### config.mk
export PLATFORM = sky130hd
export DESIGN_NAME = cfg_write_guard
export DESIGN_NICKNAME = d
export VERILOG_FILES = /design/src/rtl/cfg_write_guard_pkg.sv /design/src/rtl/cfg_write_guard_ctrl.sv /design/src/rtl/cfg_write_guard_dp.sv /design/src/rtl/cfg_write_guard.sv
export SDC_FILE = /design/constraint.sdc
export NUM_CORES = 1
export LEC_CHECK = 0
export ABC_AREA = 1
export BUFFER_PORTS_ARGS = -buffer_cell sky130_fd_sc_hd__buf_2
export CORE_MARGIN = 1.5
export CORE_UTILIZATION = 35
export DETAILED_ROUTE_END_ITERATION = 7
export PLACE_DENSITY_LB_ADDON = 0.1
export SLEW_MARGIN = 20
export SYNTH_ARGS = -nofsm -noshare
export SYNTH_HDL_FRONTEND = slang
export SYNTH_SLANG_ARGS = --single-unit
### constraint.sdc
create_clock -name clk -period 2.14 [get_ports clk]
set_input_delay 0.107 -clock clk [delete_from_list [all_inputs] [get_ports clk]]
set_output_delay 0.107 -clock clk [all_outputs]
set_load 0.01 [all_outputs]
### src/rtl/cfg_write_guard_pkg.sv
package cfg_write_guard_pkg;

  // Words kept per chip-select set: setup, pulse, cycle, bus mode
  localparam int REGS_PER_SET = 4;
  // Field positions inside the control words
  localparam int LOCK_EN_BIT  = 0;
  localparam int VIOL_BIT     = 0;
  localparam int SRC_LSB      = 8;

  // Strobes from control to datapath
  typedef struct packed {
    logic cfgWe;    // commit a bank write
    logic rdLoad;   // load the read register this cycle
    logic selCfg;   // read source: bank
    logic selLock;  // read source: lock control
    logic selStat;  // read source: status
  } guard_strobe_t;

endpackage

### src/rtl/cfg_write_guard_ctrl.sv
module cfg_write_guard_ctrl
  import cfg_write_guard_pkg::*;
#(
  parameter int NUM_SETS = 4,
  parameter int ADDR_W   = 5
) (
  input  logic              clk,
  input  logic              rst,
  input  logic              wrEn,
  input  logic [ADDR_W-1:0] wrAddr,
  input  logic              wrLockBit,
  input  logic              rdEn,
  input  logic [ADDR_W-1:0] rdAddr,
  output guard_strobe_t     strb,
  output logic              protEn,
  output logic              violFlag,
  output logic [ADDR_W-1:0] violSrc
);

  localparam int NUM_REGS = NUM_SETS * REGS_PER_SET;
  localparam logic [ADDR_W-1:0] LOCK_A = ADDR_W'(NUM_REGS);
  localparam logic [ADDR_W-1:0] STAT_A = ADDR_W'(NUM_REGS + 1);

  // Address classification
  logic wrInBank, wrToLock, rdInBank, rdToLock, rdToStat;
  logic refused, statRead;

  assign wrInBank = wrAddr < LOCK_A;
  assign wrToLock = wrAddr == LOCK_A;
  assign rdInBank = rdAddr < LOCK_A;
  assign rdToLock = rdAddr == LOCK_A;
  assign rdToStat = rdAddr == STAT_A;

  // Protection decision
  assign refused  = wrEn && wrInBank && protEn;
  assign statRead = rdEn && rdToStat;

  always_comb begin
    strb         = '0;
    strb.cfgWe   = wrEn && wrInBank && !protEn;
    strb.rdLoad  = rdEn;
    strb.selCfg  = rdInBank;
    strb.selLock = rdToLock;
    strb.selStat = rdToStat;
  end

  // Lock control: always writable
  always_ff @(posedge clk) begin
    if (rst)                      protEn <= 1'b0;
    else if (wrEn && wrToLock)    protEn <= wrLockBit;
  end

  // Violation record: a refusal takes priority over a clearing read
  always_ff @(posedge clk) begin
    if (rst) begin
      violFlag <= 1'b0;
      violSrc  <= '0;
    end else if (refused) begin
      violFlag <= 1'b1;
      violSrc  <= wrAddr;
    end else if (statRead) begin
      violFlag <= 1'b0;
    end
  end

endmodule

### src/rtl/cfg_write_guard_dp.sv
module cfg_write_guard_dp
  import cfg_write_guard_pkg::*;
#(
  parameter int NUM_SETS = 4,
  parameter int DATA_W   = 32,
  parameter int ADDR_W   = 5
) (
  input  logic              clk,
  input  logic              rst,
  input  guard_strobe_t     strb,
  input  logic [ADDR_W-1:0] wrAddr,
  input  logic [DATA_W-1:0] wrData,
  input  logic [ADDR_W-1:0] rdAddr,
  input  logic              protEn,
  input  logic              violFlag,
  input  logic [ADDR_W-1:0] violSrc,
  output logic [DATA_W-1:0] rdData
);

  localparam int NUM_REGS = NUM_SETS * REGS_PER_SET;

  logic [DATA_W-1:0] cfgMem [NUM_REGS];

  // One storage word per set and register kind
  for (genvar s = 0; s < NUM_SETS; s++) begin : g_set
    for (genvar k = 0; k < REGS_PER_SET; k++) begin : g_reg
      localparam int IDX = s * REGS_PER_SET + k;
      logic [DATA_W-1:0] word;
      always_ff @(posedge clk) begin
        if (rst)
          word <= '0;
        else if (strb.cfgWe && wrAddr == ADDR_W'(IDX))
          word <= wrData;
      end
      assign cfgMem[IDX] = word;
    end
  end

  // Read selection
  logic [DATA_W-1:0] cfgRd, lockWord, statWord, rdNext;

  always_comb begin
    cfgRd = '0;
    for (int i = 0; i < NUM_REGS; i++)
      if (rdAddr == ADDR_W'(i)) cfgRd = cfgMem[i];
  end

  always_comb begin
    lockWord              = '0;
    lockWord[LOCK_EN_BIT] = protEn;
    statWord                     = '0;
    statWord[VIOL_BIT]           = violFlag;
    statWord[SRC_LSB +: ADDR_W]  = violSrc;
  end

  always_comb begin
    if (strb.selCfg)       rdNext = cfgRd;
    else if (strb.selLock) rdNext = lockWord;
    else if (strb.selStat) rdNext = statWord;
    else                   rdNext = '0;
  end

  always_ff @(posedge clk) begin
    if (rst)              rdData <= '0;
    else if (strb.rdLoad) rdData <= rdNext;
  end

endmodule

### src/rtl/cfg_write_guard.sv
module cfg_write_guard
  import cfg_write_guard_pkg::*;
#(
  parameter int NUM_SETS = 4,
  parameter int DATA_W   = 32,
  localparam int ADDR_W  = $clog2(NUM_SETS * REGS_PER_SET + 2)
) (
  input  logic              clk,
  input  logic              rst,
  input  logic              wrEn,
  input  logic [ADDR_W-1:0] wrAddr,
  input  logic [DATA_W-1:0] wrData,
  input  logic              rdEn,
  input  logic [ADDR_W-1:0] rdAddr,
  output logic [DATA_W-1:0] rdData
);

  guard_strobe_t     strb;
  logic              protEn;
  logic              violFlag;
  logic [ADDR_W-1:0] violSrc;

  cfg_write_guard_ctrl #(.NUM_SETS(NUM_SETS), .ADDR_W(ADDR_W)) u_ctrl (
    .clk(clk), .rst(rst), .wrEn(wrEn), .wrAddr(wrAddr),
    .wrLockBit(wrData[LOCK_EN_BIT]), .rdEn(rdEn), .rdAddr(rdAddr),
    .strb(strb), .protEn(protEn), .violFlag(violFlag), .violSrc(violSrc)
  );

  cfg_write_guard_dp #(.NUM_SETS(NUM_SETS), .DATA_W(DATA_W), .ADDR_W(ADDR_W)) u_dp (
    .clk(clk), .rst(rst), .strb(strb), .wrAddr(wrAddr), .wrData(wrData),
    .rdAddr(rdAddr), .protEn(protEn), .violFlag(violFlag), .violSrc(violSrc),
    .rdData(rdData)
  );

endmodule

== Word level (Yosys, flattened, before mapping) ==
Index checks and enable logic that the tools add are counted.

* Flip-flop bits (word level): 551
* Input port bits: 46
* Output and inout bits: 32
* Logic and storage cells: 101

* Order comparisons: 2
* Equality and inequality tests: 33
* Multiplexer cells: 21
* Reduce and logical (&&, ||, !) cells: 25

{| class="wikitable"
|+ Operator list
! cell !! count
|-
| 32-bit 2-to-1 mux || 18
|-
| 5-bit by 4-bit equality test with 1-bit output, second input constant || 16
|-
| 5-bit by 3-bit equality test with 1-bit output, second input constant || 8
|-
| 1-bit logical AND || 21
|-
| 5-bit by 2-bit equality test with 1-bit output, second input constant || 4
|-
| 5-bit equality test, second input constant || 3
|-
| 13-bit 2-to-1 mux || 1
|-
| 5-bit by 1-bit equality test with 1-bit output, second input constant || 2
|-
| 5-bit zero test || 2
|-
| 5-bit less-than comparator, second input constant || 2
|-
| 1-bit 2-to-1 mux || 2
|-
| 2-bit nonzero test || 1
|-
| 1-bit zero test || 1
|}

== Logic depth before layout (Yosys ltp) ==
* Depth after elaboration: 18
* Mapped depth: 17
* Gate-level depth less buffers: 16

== Modules after synthesis ==
From an unflattened synthesis, not the netlist that was laid out.

* Cell total of the unflattened synthesis: 3475
* Area total of the unflattened synthesis: 23965.5 um^2

{| class="wikitable"
|+ Modules (own cells, without submodules)
! module !! instances !! cells each !! area an instance (um^2) !! seq. area each (um^2)
|-
| cfg_write_guard_dp || 1 || 3429 || 23623.9 || 10890.4
|-
| cfg_write_guard_ctrl || 1 || 46 || 341.6 || 140.1
|}

== Least setup slack after synthesis ==
OpenSTA, ideal clock, no wires.

* Kind: input to register
* From: input port rdAddr[4]
* To: register u_dp.rdData[29]
* Setup time: 0.132 ns
* Arrival time: 1.544 ns
* Required time: 2.008 ns
* Setup slack: 0.464 ns
* Stages on the path: 15
* Path buffers: 2
* Cell sequence: buf_2 nor3_4 nand2_2 buf_2 or2_0 nand2_1 nand4_1 nand2_1 nand4_1 nand2_1 nand3_1 nand2_1 nand2_1 nand2_1 a21oi_1

* Word-level cells in the longest chain between the ends: 18
* Elaborated cells between the ends (all ways): 34
* Classes of those cells: order compare: 1; eq/ne: 15; mux: 17; reduce/logical: 1

{| class="wikitable"
|+ Ends and longest elaborated chain
! item !! RTL line !! source
|-
| from (decl) || cfg_write_guard.sv:14 || <nowiki>input logic [ADDR_W-1:0] rdAddr,</nowiki>
|-
| 5-bit zero test || cfg_write_guard_dp.sv:45 || <nowiki>if (rdAddr == ADDR_W'(i)) cfgRd = cfgMem[i];</nowiki>
|-
| 32-bit 2-to-1 mux (16 in a row) || cfg_write_guard_dp.sv:45 ||
|-
| 32-bit 2-to-1 mux (*) || cfg_write_guard_dp.sv:57 || <nowiki>if (strb.selCfg) rdNext = cfgRd;</nowiki>
|-
| to (signal assigned) || cfg_write_guard_dp.sv:65 || <nowiki>else if (strb.rdLoad) rdData <= rdNext;</nowiki>
|-
| to (decl) || cfg_write_guard_dp.sv:17 || <nowiki>output logic [DATA_W-1:0] rdData</nowiki>
|}

Every way passes the cells marked *; elsewhere a longest branch is shown, timed or not.
A chain may end at the register's enable or synchronous reset.

== Worst setup path after layout ==
* From: input port wrAddr[0]
* To: register u_ctrl.protEn

* Word-level cells in the longest chain between the ends: 2

{| class="wikitable"
|+ Ends and longest elaborated chain
! item !! RTL line !! source
|-
| from (decl) || cfg_write_guard.sv:11 || <nowiki>input logic [ADDR_W-1:0] wrAddr,</nowiki>
|-
| 5-bit equality test || cfg_write_guard_ctrl.sv:29 || <nowiki>assign wrToLock = wrAddr == LOCK_A;</nowiki>
|-
| 1-bit logical AND || cfg_write_guard_ctrl.sv:50 || <nowiki>else if (wrEn && wrToLock) protEn <= wrLockBit;</nowiki>
|-
| to (signal assigned) || cfg_write_guard_ctrl.sv:50 ||
|-
| to (decl) || cfg_write_guard_ctrl.sv:15 || <nowiki>output logic protEn,</nowiki>
|}

Every way passes these cells.

==> metrics.txt <==
RR Startpoint u_ctrl.protEn$_SDFFE_PP0P_; Skew-Pair Late Insertion Delay approximately 0.65 ns; most frequent cells in the layout a21oi_1, dfxtp_1, nand2_1, o21ai_0, inv_1; CP Class input pin to flop; 1st-pass router iterations 6; via/cell ratio 5.203; total clock buffers created by CTS 60; GRT Max-Usage Layer met2; total track usage 0.2522; Iteration-0 DRC Markers 1973; I/O Buffers 77; total global routing overflow 0; Synth area leader dfxtp_1; Wirelength per Cell a little over 20 um; clock buffer depth 3; Pleak ~10 nW; Max Fanout on Critical Path 5; CP endpoint kind flop; Reg-to-Reg End u_dp.g_set[0].g_reg[0].word[5]$_SDFFE_PP0P_; Final Non-Filler Cells between 4000 and 5000; R2R Setup Slk 0.18 ns; peak supply drop roughly 0.00067 V; Synth top area share 0.4846; Setup Viol. Count Final 0; mapped cell area approximately 23000 um2; postcts setup bufs 0; HPWL Detailed just under 60000 um; Detailed Route WL between 80000 and 90000 um; max_cap viols 0; Cell Chain, Critical Path dlygate4sd3_1 > buf_2 > nor2_1 > nand4_1 > dlygate4sd3_1 > o21ai_0 > a21oi_1 > dlygate4sd3_1; Hold Path Class input pin to flop; Post-Syn Instances 3152; clock net sink count 551; I/O pins 78; post-synthesis net count about 3200; pwr dens 813.8 nW/um2; critical path depth in cells 8; cell family with most CP delay buffers and inverters; syn_area_per_cell 7.222 um2; largest net degree at the start of global routing a little over 80; CP bufs+invs 4; Yosys warning count 0; initial core utilization 0.3538; status completed; post-CTS sizing 0; Core Area around 64000 um2; final hold vios 0; P&R area growth vs syn 20.39%; Via Count 21690; CTS clk-pin slew, worst paths 0.06 ns; grt met3 use 0.03386; WP data required 2.66 ns; TNS Setup 0 ns; Residual DRC 0; Post-CTS Hold Buffers 41; FP Rows 93; RSZ-0062 raised after global routing false; Setup crit end u_ctrl.protEn$_SDFFE_PP0P_; top post-synthesis cells by area dfxtp_1, a21oi_1, o21ai_0, nand2_1, inv_1; final RePlAce weighted congestion 0.8488; critical path launch point type input pin; commonest non-fill, non-tap cell in the layout a21oi_1; Tmin final around 2 ns; Worst EP arrival approximately 2.5 ns; Final nets 3306; TritonCTS clock tree done; post-synth cell types 26; CP startpoint wrAddr[0]; post-placement cell count about 4000; Max-slew headroom 0.3093; GR Util met1 0.3415; reg2reg path depth 8; number of global-route vias before repair 20490; worst slew pin tran 1.036 ns; fin util 0.4259; htree depth 2; Root Buffer clkbuf_16; total die area 66580 um2; Setup Skew 0.02777 ns; FF+latch count, synth 551; first-pass GRT wire length 129100 um; Tcrit/Tclk final 0.9178; CP dominant cell by count dlygate4sd3_1; slowest CP cell dlygate4sd3_1; Antenna Nets Post-Route 0; share of layout cells above drive strength 1 0.1170; Peak Freq 509.1 MHz; fin. max-slew vios 0; Seq/Total Area, Yosys 0.4846; Die Ht between 200 and 300 um; CP max stage delay 0.58 ns; grt met2 use 0.4188; initial antenna violation count 8; die width 258.0 um
==> worst register-to-register path: cells and delay by family (launching register included) <==
kind	cells	cell delay, ns
DFF	1	0.31
and+or+nand+nor	3	0.64
AOI/OAI and AO/OA	2	0.32
buffers and inverters	3	0.62
==> flip-flops by register name, indices dropped and copies added (netlist names) <==
register	cells
u_dp.rdData	32
u_ctrl.protEn	1
u_ctrl.violSrc	5
u_ctrl.violFlag	1
u_dp.g_set.g.word	512
==> where the power goes <==
group | switching (W) | leakage, nW | internal, W
clock | 0.00447 | 0.979 | 0.00598
combinational | 0.000990 | 4.87 | 0.000408
sequential | 0.0000681 | 4.45 | 0.0104
==> area by class of cell <==
class / instances / area [um2]
Fill cell: 6531 / 36940
Multi-Input combinational cell: 2044 / 9719
Clock inverter: 23 / 232.7
Sequential cell: 551 / 11030
Timing Repair Buffer: 270 / 2350
Antenna cell: 4 / 10.01
Clock buffer: 88 / 1737
Tap cell: 855 / 1070
Inverter: 333 / 1257
==> through the flow <==
stage / area [um2] / power, W / hold slack, ns / setup WS, ns
finish: 27410 / 0.02230 / 0.05780 / 0.1759
global route: 27400 / 0.02305 / 0.06271 / 0.005761
CTS: 27400 / 0.02248 / 0.02905 / 0.1465
detailed placement: 25020 / 0.01201 / 0.4344 / -0.2059
global placement: 25020 / 0.01200 / 0.4302 / -0.1828
floorplan: 22760 / 0.01132 / 0.2745 / 0.4639
==> routing by layer <==
metal | part of all wire | vias up
met5 | 0.00041 | -
met4 | 0.024 | 6
met3 | 0.053 | 134
met2 | 0.47 | 615
met1 | 0.45 | 10250
li1 | - | 10690
==> worst min path at each step <==
stage	startpoint	end	slack (ns)	depth (start not counted)
floorplan	wrData[11]	u_dp.g_set[3].g_reg[1].word[11]$_SDFFE_PP0P_	0.27	2
global placement	u_dp.g_set[2].g_reg[1].word[21]$_SDFFE_PP0P_	u_dp.g_set[2].g_reg[1].word[21]$_SDFFE_PP0P_	0.43	2
detailed placement	u_dp.g_set[2].g_reg[3].word[25]$_SDFFE_PP0P_	u_dp.g_set[2].g_reg[3].word[25]$_SDFFE_PP0P_	0.43	2
CTS	wrEn	u_ctrl.violSrc[3]$_SDFFE_PP0P_	0.03	3
global route	wrEn	u_ctrl.violSrc[1]$_SDFFE_PP0P_	0.06	3
finish	wrEn	u_ctrl.violSrc[3]$_SDFFE_PP0P_	0.06	3
==> synthesized netlist by cell type <==
library cell	count
clkbuf_1	196
inv_1	285
nor3_1	5
clkinv_1	33
nor2_2	7
buf_4	4
o21ai_0	502
o21bai_1	4
nor2_1	120
a211oi_1	1
a21oi_1	607
buf_6	1
or2_0	10
nor3_4	1
dfxtp_1	551
nor2_4	4
or2_1	2
nand3_1	140
or2_2	8
nand2_2	2
nand2_1	538
nand4_1	84
o21ai_1	9
buf_1	4
buf_2	19
inv_2	15
==> kinds of logic (layout without fill, tap and decap cells) <==
family,Yosys count,count (layout),synth area share
AO/OA/AOI/OAI,1123,1123,0.2474
flip-flops,551,551,0.4846
AND/OR/NAND/NOR,921,921,0.1741
buffers and inverters,557,714,0.09388
other,0,4,0
Power figures use the tool's default switching activity.
